`src/rtl/iso_tx_pkg.sv`:
```
package iso_tx_pkg;

  // Register bit positions (software decodes these)
  localparam int BIT_ROOM  = 0;
  localparam int BIT_SENT  = 1;
  localparam int BIT_FLUSH = 2;
  localparam int BIT_UNDR  = 3;
  localparam int BIT_SHORT = 7;
  localparam int CSR_W     = 8;

  typedef struct packed {
    logic short_armed;
    logic underrun;
    logic sent;
  } tx_flags_t;

  // Room for one more full packet?
  function automatic logic has_room(input int stored, input int depth, input int pkt);
    return (depth - stored) >= pkt;
  endfunction

  // Enough data stored for a full packet, or a short one armed?
  function automatic logic pkt_ready(input int stored, input int pkt, input logic short_armed);
    return (stored >= pkt) || short_armed;
  endfunction

  // Assemble the register image
  function automatic logic [CSR_W-1:0] pack_csr(input tx_flags_t f, input logic room);
    logic [CSR_W-1:0] v;
    v            = '0;
    v[BIT_ROOM]  = room;
    v[BIT_SENT]  = f.sent;
    v[BIT_UNDR]  = f.underrun;
    v[BIT_SHORT] = f.short_armed;
    return v;
  endfunction

endpackage

```
`src/rtl/iso_tx_fifo.sv`:
```
module iso_tx_fifo #(
  parameter int DATA_W = 8,
  parameter int DEPTH  = 32,
  localparam int AW    = (DEPTH > 1) ? $clog2(DEPTH) : 1,
  localparam int CW    = $clog2(DEPTH + 1)
) (
  input  logic              clk,
  input  logic              rst_n,
  input  logic              flush,
  input  logic              push,
  input  logic [DATA_W-1:0] push_data,
  input  logic              pop,
  output logic [DATA_W-1:0] pop_data,
  output logic [CW-1:0]     count,
  output logic              undr_evt
);

  logic [DATA_W-1:0] mem [DEPTH];
  logic [AW-1:0]     wr_ptr, rd_ptr;
  logic              push_ok, pop_ok;

  function automatic logic [AW-1:0] ptr_next(input logic [AW-1:0] p);
    return (p == AW'(DEPTH - 1)) ? '0 : p + AW'(1);
  endfunction

  assign push_ok  = push && !flush && (count < CW'(DEPTH));
  assign pop_ok   = pop  && !flush && (count != '0);
  assign undr_evt = pop  && !flush && (count == '0);
  assign pop_data = mem[rd_ptr];

  always_ff @(posedge clk) begin
    if (push_ok) mem[wr_ptr] <= push_data;
  end

  always_ff @(posedge clk) begin
    if (!rst_n || flush) begin
      wr_ptr <= '0;
      rd_ptr <= '0;
      count  <= '0;
    end else begin
      if (push_ok) wr_ptr <= ptr_next(wr_ptr);
      if (pop_ok)  rd_ptr <= ptr_next(rd_ptr);
      case ({push_ok, pop_ok})
        2'b10:   count <= count + CW'(1);
        2'b01:   count <= count - CW'(1);
        default: count <= count;
      endcase
    end
  end


  cnt_step_chk: assert property (@(posedge clk) disable iff (!rst_n)
    !$past(flush) |-> (count == $past(count) || count == $past(count) + CW'(1)
                       || count + CW'(1) == $past(count)));


  flush_empty_chk: assert property (@(posedge clk) disable iff (!rst_n)
    flush |=> (count == '0));


  no_overflow_chk: assert property (@(posedge clk) disable iff (!rst_n)
    count <= CW'(DEPTH));

endmodule

```
`src/rtl/iso_tx_csr.sv`:
```
module iso_tx_csr
  import iso_tx_pkg::*;
(
  input  logic             clk,
  input  logic             rst_n,
  input  logic             wr,
  input  logic [CSR_W-1:0] wdata,
  input  logic             link_done,
  input  logic             undr_evt,
  input  logic             room,
  input  logic             irq_en,
  output logic [CSR_W-1:0] rdata,
  output logic             flush,
  output logic             short_armed,
  output logic             irq
);

  tx_flags_t flags_q;
  logic      clr_sent, clr_undr, arm_short;

  assign flush     = wr && wdata[BIT_FLUSH];
  assign clr_sent  = wr && wdata[BIT_SENT];
  assign clr_undr  = wr && wdata[BIT_UNDR];
  assign arm_short = wr && wdata[BIT_SHORT];

  always_ff @(posedge clk) begin
    if (!rst_n) begin
      flags_q <= '0;
    end else begin
      // sent: event beats clear
      if (link_done)     flags_q.sent <= 1'b1;
      else if (clr_sent) flags_q.sent <= 1'b0;
      // underrun: event beats clear
      if (undr_evt)      flags_q.underrun <= 1'b1;
      else if (clr_undr) flags_q.underrun <= 1'b0;
      // short: flush beats arm, arm beats completion
      if (flush)          flags_q.short_armed <= 1'b0;
      else if (arm_short) flags_q.short_armed <= 1'b1;
      else if (link_done) flags_q.short_armed <= 1'b0;
    end
  end

  assign rdata       = pack_csr(flags_q, room);
  assign short_armed = flags_q.short_armed;
  assign irq         = irq_en && (flags_q.sent || flags_q.underrun);


  sent_set_chk: assert property (@(posedge clk) disable iff (!rst_n)
    link_done |=> rdata[BIT_SENT]);


  undr_set_chk: assert property (@(posedge clk) disable iff (!rst_n)
    undr_evt |=> rdata[BIT_UNDR]);


  short_hold_chk: assert property (@(posedge clk) disable iff (!rst_n)
    (short_armed && !link_done && !flush) |=> short_armed);


  short_flush_chk: assert property (@(posedge clk) disable iff (!rst_n)
    flush |=> !short_armed);

endmodule

```
`src/rtl/iso_in_txstat.sv`:
```
module iso_in_txstat
  import iso_tx_pkg::*;
#(
  parameter int DATA_W    = 8,
  parameter int DEPTH     = 32,
  parameter int PKT_BYTES = 16,
  localparam int CW       = $clog2(DEPTH + 1)
) (
  input  logic              clk,
  input  logic              rst_n,
  input  logic              csr_wr,
  input  logic [7:0]        csr_wdata,
  output logic [7:0]        csr_rdata,
  input  logic              irq_en,
  output logic              irq,
  input  logic              push_en,
  input  logic [DATA_W-1:0] push_data,
  output logic              link_ready,
  output logic              link_short,
  input  logic              link_pop,
  output logic [DATA_W-1:0] link_data,
  input  logic              link_done
);

  logic          flush, undr_evt, room, short_armed;
  logic [CW-1:0] count;

  iso_tx_fifo #(.DATA_W(DATA_W), .DEPTH(DEPTH)) fifo_i (
    .clk       (clk),
    .rst_n     (rst_n),
    .flush     (flush),
    .push      (push_en),
    .push_data (push_data),
    .pop       (link_pop),
    .pop_data  (link_data),
    .count     (count),
    .undr_evt  (undr_evt)
  );

  assign room = has_room(int'(count), DEPTH, PKT_BYTES);

  iso_tx_csr csr_i (
    .clk         (clk),
    .rst_n       (rst_n),
    .wr          (csr_wr),
    .wdata       (csr_wdata),
    .link_done   (link_done),
    .undr_evt    (undr_evt),
    .room        (room),
    .irq_en      (irq_en),
    .rdata       (csr_rdata),
    .flush       (flush),
    .short_armed (short_armed),
    .irq         (irq)
  );

  assign link_ready = pkt_ready(int'(count), PKT_BYTES, short_armed);
  assign link_short = short_armed;


  ready_empty_chk: assert property (@(posedge clk) disable iff (!rst_n)
    (count == '0 && !short_armed) |-> !link_ready);


  always_comb begin
    if (rst_n) rsvd_zero_chk: assert (csr_rdata[6:4] == 3'b000);
  end

endmodule

```
`config.mk`:
```
export PLATFORM = sky130hd
export DESIGN_NAME = iso_in_txstat
export DESIGN_NICKNAME = d
export VERILOG_FILES = /design/src/rtl/iso_tx_pkg.sv /design/src/rtl/iso_tx_fifo.sv /design/src/rtl/iso_tx_csr.sv /design/src/rtl/iso_in_txstat.sv
export SDC_FILE = /design/constraint.sdc
export NUM_CORES = 1
export LEC_CHECK = 0
export BUFFER_PORTS_ARGS = -buffer_cell sky130_fd_sc_hd__buf_4
export CORE_UTILIZATION = 27
export DETAILED_ROUTE_END_ITERATION = 8
export HOLD_SLACK_MARGIN = 0.08
export MAX_ROUTING_LAYER = met4
export PLACE_DENSITY = 0.47
export SLEW_MARGIN = 20
export SYNTH_ARGS = -nofsm -noshare
export SYNTH_HDL_FRONTEND = slang
export SYNTH_SLANG_ARGS = --single-unit
```
`constraint.sdc`:
```
create_clock -name clk -period 6.9 [get_ports clk]
set_input_delay 1.035 -clock clk [delete_from_list [all_inputs] [get_ports clk]]
set_output_delay 1.035 -clock clk [all_outputs]
set_load 0.05 [all_outputs]
```
=== Word-level counts from Yosys, hierarchy flattened ===
Memories as Yosys holds them, arrays and structs flattened. A register that Yosys moved wholly into a read port is not among the register bits.
Cells that the tools add are included.

* $add $sub $neg: 5
* Order comparisons: 3
* Equality and inequality tests: 4
* Multiplexer cells: 13
* Bitwise gates (word level): 1
* Reductions and logical operators: 22

{| class="wikitable"
|+ Operators by type and width
! operator !! count
|-
| two-way mux 5 bit || 4
|-
| case mux 6 bit (2 select lines) || 1
|-
| adder 5 x 1 -> 5 bit (second input constant) || 2
|-
| == test 5 bit (second input constant) || 2
|-
| logical AND 1 bit || 10
|-
| two-way mux 1 bit || 8
|-
| nonzero test 2 bit || 4
|-
| >= comparator 7 x 6 -> 1 bit (second input constant) || 1
|-
| subtractor 6 x 6 -> 7 bit (first input constant) || 1
|-
| adder 6 x 1 -> 6 bit (second input constant) || 1
|-
| >= comparator 6 x 5 -> 1 bit (second input constant) || 1
|-
| zero test 6 bit || 1
|-
| < comparator 6 bit (second input constant) || 1
|-
| nonzero test 6 bit || 1
|-
| subtractor 6 x 1 -> 6 bit (second input constant) || 1
|-
| logical OR 1 bit || 3
|-
| == test 2 x 1 -> 1 bit (second input constant) || 1
|-
| == test 2 bit (second input constant) || 1
|-
| zero test 1 bit || 2
|-
| OR reduction 2 bit || 1
|-
| inverter 1 bit || 1
|}

* Register bits after elaboration: 19
* RAM bits: 256
* Input port bits: 23
* Output and inout bits: 19
* Logic and storage cells: 55
* Memories: 1

{| class="wikitable"
|+ Memories
! name !! depth !! width !! read ports !! clocked after memory_dff !! write ports !! RTL line !! source
|-
| fifo_i.mem || 32 || 8 || 1 || 1 || 1 || iso_tx_fifo.sv:18 || <nowiki>logic [DATA_W-1:0] mem [DEPTH];</nowiki>
|}

=== Longest topological paths before layout ===
* Depth in word-level cells: 6
* Depth in mapped cells: 13
* Gate-level depth less buffers: 10

=== By module ===
From an unflattened synthesis, not the netlist that was laid out.

* Cell total of the unflattened synthesis: 576
* Area, all modules: 11252.0 um^2

{| class="wikitable"
|+ By module, submodules not included
! module !! times used !! cells each !! area each (um^2) !! seq. area each (um^2)
|-
| iso_tx_fifo || 1 || 551 || 11046.8 || 8107.8
|-
| iso_tx_csr || 1 || 22 || 186.4 || 60.1
|-
| iso_in_txstat || 1 || 3 || 18.8 || 0.0
|}

=== Worst setup path after synthesis ===
OpenSTA, ideal clock, no wires.

* Kind: in2reg
* Start point: input push_en
* End point: register fifo_i.count[2]
* Library setup time: 0.071 ns
* Arrival time: 3.123 ns
* Data required time: 6.829 ns
* Path slack: 3.707 ns
* Stages: 12
* Path buffers: 2
* Path through: nor2b_1 -> clkbuf_1 -> and2_1 -> inv_1 -> ha_1 -> clkbuf_1 -> xor2_1 -> ha_1 -> a21oi_1 -> xor2_1 -> or3_1 -> a21oi_1

* Cells in the longest elaborated chain, start to end: 4
* Elaborated cells between the ends (all ways): 6
* Classes of those cells: 2 x eq/ne; 1 x mux; 3 x reduce/logical

{| class="wikitable"
|+ Ends and longest elaborated chain
! element !! RTL line !! source
|-
| start, declared || iso_in_txstat.sv:16 || <nowiki>input logic push_en,</nowiki>
|-
| logical AND 1 bit (*) (2 in series) || iso_tx_fifo.sv:26 || <nowiki>assign push_ok = push && !flush && (count < CW'(DEPTH));</nowiki>
|-
| == test 2 x 1 -> 1 bit or == test 2 bit (tied branches) || iso_tx_fifo.sv:43 || <nowiki>case ({push_ok, pop_ok})</nowiki>
|-
| case mux 6 bit (2 select lines) or nonzero test 2 bit (tied branches) || n/a ||
|-
| end signal, assigned || iso_tx_fifo.sv:44 || <nowiki>2'b10: count <= count + CW'(1);</nowiki>
|-
| end signal, assigned || iso_tx_fifo.sv:45 || <nowiki>2'b01: count <= count - CW'(1);</nowiki>
|-
| end signal, assigned || iso_tx_fifo.sv:46 || <nowiki>default: count <= count;</nowiki>
|-
| end, declared || iso_tx_fifo.sv:14 || <nowiki>output logic [CW-1:0] count,</nowiki>
|}

Every way passes the cells marked *; elsewhere a longest branch is shown, timed or not.
A chain may end at the register's enable or synchronous reset.

==> flow_summary.yaml <==
outcome:
  status: "finished with violations"
  violations: "design-rule violations"
floorplan:
  die_y_um: 206
  dieArea_sq_um: 42600
  ioPinCount: 42
  die_x_um: 206
  placementRows: 74
  core_area_sq_um: 41000
  start_util_pct: 27.5
clock_network:
  ctsResizeCount: 0
  clockBufferDepth: 3
  cts_buffers: 30
  clkSinkCount: 280
  worstSkewPairLatency_ns: 0.57
  clock-root-buffer: "clkbuf_16"
  path_clk_slew_ns: 0.06
  htreeDepth: 1
  post_cts_buffers: 0
  hold_buffers: 0
  tritoncts: "yes"
placed_design:
  post-place-ws_ns: 3.05
  placement.io_buffers: 33
  placedCellCount: 1188
  dpl_cell_area_sq_um: 12000
  place.gp.congestion: 0.734
  place_hpwl_mm: 15.2
hold_path:
  holdPathStages: 2
  min_to: "csr_i.short_armed$_SDFFE_PP0P_"
  hold_path.class: "reg -> reg"
  worstHoldStart: "csr_i.short_armed$_SDFFE_PP0P_"
global_route:
  grt_max_degree: 36
  grt_pass1_vias: 5756
  overflow: 0
  grt_pass1_wl_mm: 36.7
  antenna_found_initial: 0
  track_usage_pct: 12.0
setup_path:
  end_kind: "output pin"
  r2r_end: "fifo_i.count[2]$_SDFFE_PP0P_"
  r2r_start: "fifo_i.count[1]$_SDFFE_PP0P_"
  setup.worst_path.start_class: "flip-flop"
  cp_cell_sequence: "buf_4 > and2_1 > a22oi_1 > nand3_1 > nand4_1 > buf_4"
  crit_type: "reg -> out"
  rrSetupSlack_ns: 3.66
  slowest_stage: "dfxtp_2"
  reg2regPathDepth: 10
  cpPeakStageDelay_ns: 0.74
  cp_max_fo: 19
  cp.required_ns: 5.86
  critPathMostFrequentCell: "buf_4"
  cp.arrival_ns: 3.29
sta:
  rsz0062_at_grt: "no"
  maxSlewViolCount: 0
  hold_violations: 0
  period_minus_slack_ns: 4.32
  fin_ws_ns: 2.58
  skew_ns: 0.0219
  worstMarginPinSlew_ns: 0.966
  setup_viol: 0
  setup_tns_ns: 0
  max_freq_mhz: 231
  maxSlewHeadroom_pct: 35.5
  period_share_pct: 62.6
logic_synthesis:
  synth_ff_type: "edfxtp_1"
  synth_top_area_share_pct: 68.2
  yosysSeqAreaShare_pct: 72.4
  synth_top_cells_by_count: "edfxtp_1, mux2i_1, a22oi_1, nor2_1, mux4_2"
  syn_area_sq_um: 11300
  yosysWarnings: 0
  synth_cells: 657
  synth_cell_type_count: 51
  synth_most_common_cell: "edfxtp_1"
  synth_area_leaders: "edfxtp_1, mux4_2, mux2i_1"
  syn_avg_cell_area_sq_um: 17.2
  synth_edf_count: 256
  ys_seq_elements: 280
  synth_largest_area_cell: "edfxtp_1"
  synthArstFlopShare_pct: 0
power_and_ir_drop:
  power_uw: 3890
  p_clk_share_pct: 43.5
  seqPwrFrac_pct: 48.8
  p_int_uw: 3010
  swShare_pct: 22.5
  powerDensity_nw_per_um2: 296
  combPwrFrac_pct: 7.6
  p_switching_uw: 874
  irDropWorstVdd_uv: 176
  p_leak_uw: 0.00403
routing:
  vias_per_cell: 4.65
  via_count: 5788
  routed_wl_mm: 24.8
  wire_per_inst_um: 19.9
  antenna_left: 0
  post-route-drc-count: 16
  first_iter_violations: 382
  detail_route.first_pass.iterations: 6
cells_and_area:
  final_cell_area_sq_um: 13100
  area_growth_syn_to_layout_pct: 16.2
  fin_nets: 721
  drive_gt1_share_pct: 18.3
  instances_no_fill: 1245
job:
  drv_cap: 0
-- worst max path at each step --
stage          startpoint                           end  slack (ns)  cells past startpoint
2_1_floorplan     push_en  fifo_i.count[2]$_SDFFE_PP0P_        3.71                     12
3_3_place_gp    flip-flop                  link_data[4]        3.07                      6
3_5_place_dp    flip-flop                  link_data[4]        3.05                      6
4_1_cts         flip-flop                  link_data[4]        2.47                      6
5_1_grt         flip-flop                  link_data[4]        2.24                      6
6_report        flip-flop                  link_data[4]        2.58                      6
-- cell type report --
type,count,area (sq um)
Antenna cell,1,2.50
Clock buffer,40,828
Clock inverter,16,229
Fill cell,3993,27900
Inverter,7,26.3
Multi-Input combinational cell,330,2890
Sequential cell,280,8170
Tap cell,532,666
Timing Repair Buffer,39,293
-- power groups by stage --
stage               Clock [uW]  Combinational [uW]  Sequential, uW
floorplan                    0                 216            1920
global placement             0                 297            1930
CTS                       1730                 301            1900
global route              1790                 320            1900
finish                    1690                 297            1900
detailed placement           0                 300            1930
-- flip-flops by register name, indices dropped and copies added, names as in the netlist, named ones only --
signal / cells
csr_i.rdata: 2
csr_i.short_armed: 1
fifo_i.count: 6
fifo_i.mem: 256
fifo_i.rd_ptr: 5
fifo_i.wr_ptr: 5
-- stage by stage --
stage          utilization [%]  hold slack (ns)
4_1_cts                   31.9            0.514
3_3_place_gp              29.4            0.490
2_1_floorplan                -            0.472
3_5_place_dp              29.4            0.505
6_report                  31.9            0.501
5_1_grt                   31.9            0.544
-- cell families (layout without fill, tap and decap cells) --
family / count (synthesis) / after routing / synth area share (%)
flops: 280 / 280 / 72.4
compound gates: 81 / 81 / 5.38
xor+xnor: 5 / 5 / 0.388
mux: 103 / 103 / 12.7
fa+ha+maj: 10 / 10 / 1.11
buf+inv: 50 / 102 / 2.10
simple gates: 127 / 127 / 5.89
other cells: 1 / 5 / 0.0332
-- layout by cell type, fill, tap and decap left out, types with 3 or more instances in the layout --
cell type	count
a31oi_1	3
xor2_1	5
nor2_1	46
edfxtp_1	256
nand3b_1	4
dfxtp_1	22
bufinv_16	5
clkbuf_1	6
conb_1	4
clkinv_2	6
o21ai_0	3
a21oi_1	10
ha_1	10
nand2b_1	4
nor2b_1	6
inv_1	7
clkbuf_8	4
and3_1	5
nand4_1	9
mux4_2	32
or3_1	3
nand2_1	10
nand3_1	23
a211oi_1	3
mux2i_1	71
clkinv_1	3
nor3_1	3
clkbuf_16	30
buf_4	39
a22oi_1	48
-- routing by layer --
layer	global-route usage [%]	routed length [um]	vias up
met2	19.3	11900	119
met3	2.16	1140	49
met4	3.18	630	0
met1	15.6	11100	2938
met5	-	0	-
li1	-	-	2682
-- worst max-delay path, delay by kind of cell, from the launching register on --
kind / cells / cell delay (ns)
flip-flops: 1 / 0.74
AO/OA/AOI/OAI: 1 / 0.23
AND/OR/NAND/NOR: 3 / 1.02
buffers and inverters: 2 / 0.72
Power figures use the tool's default switching activity.
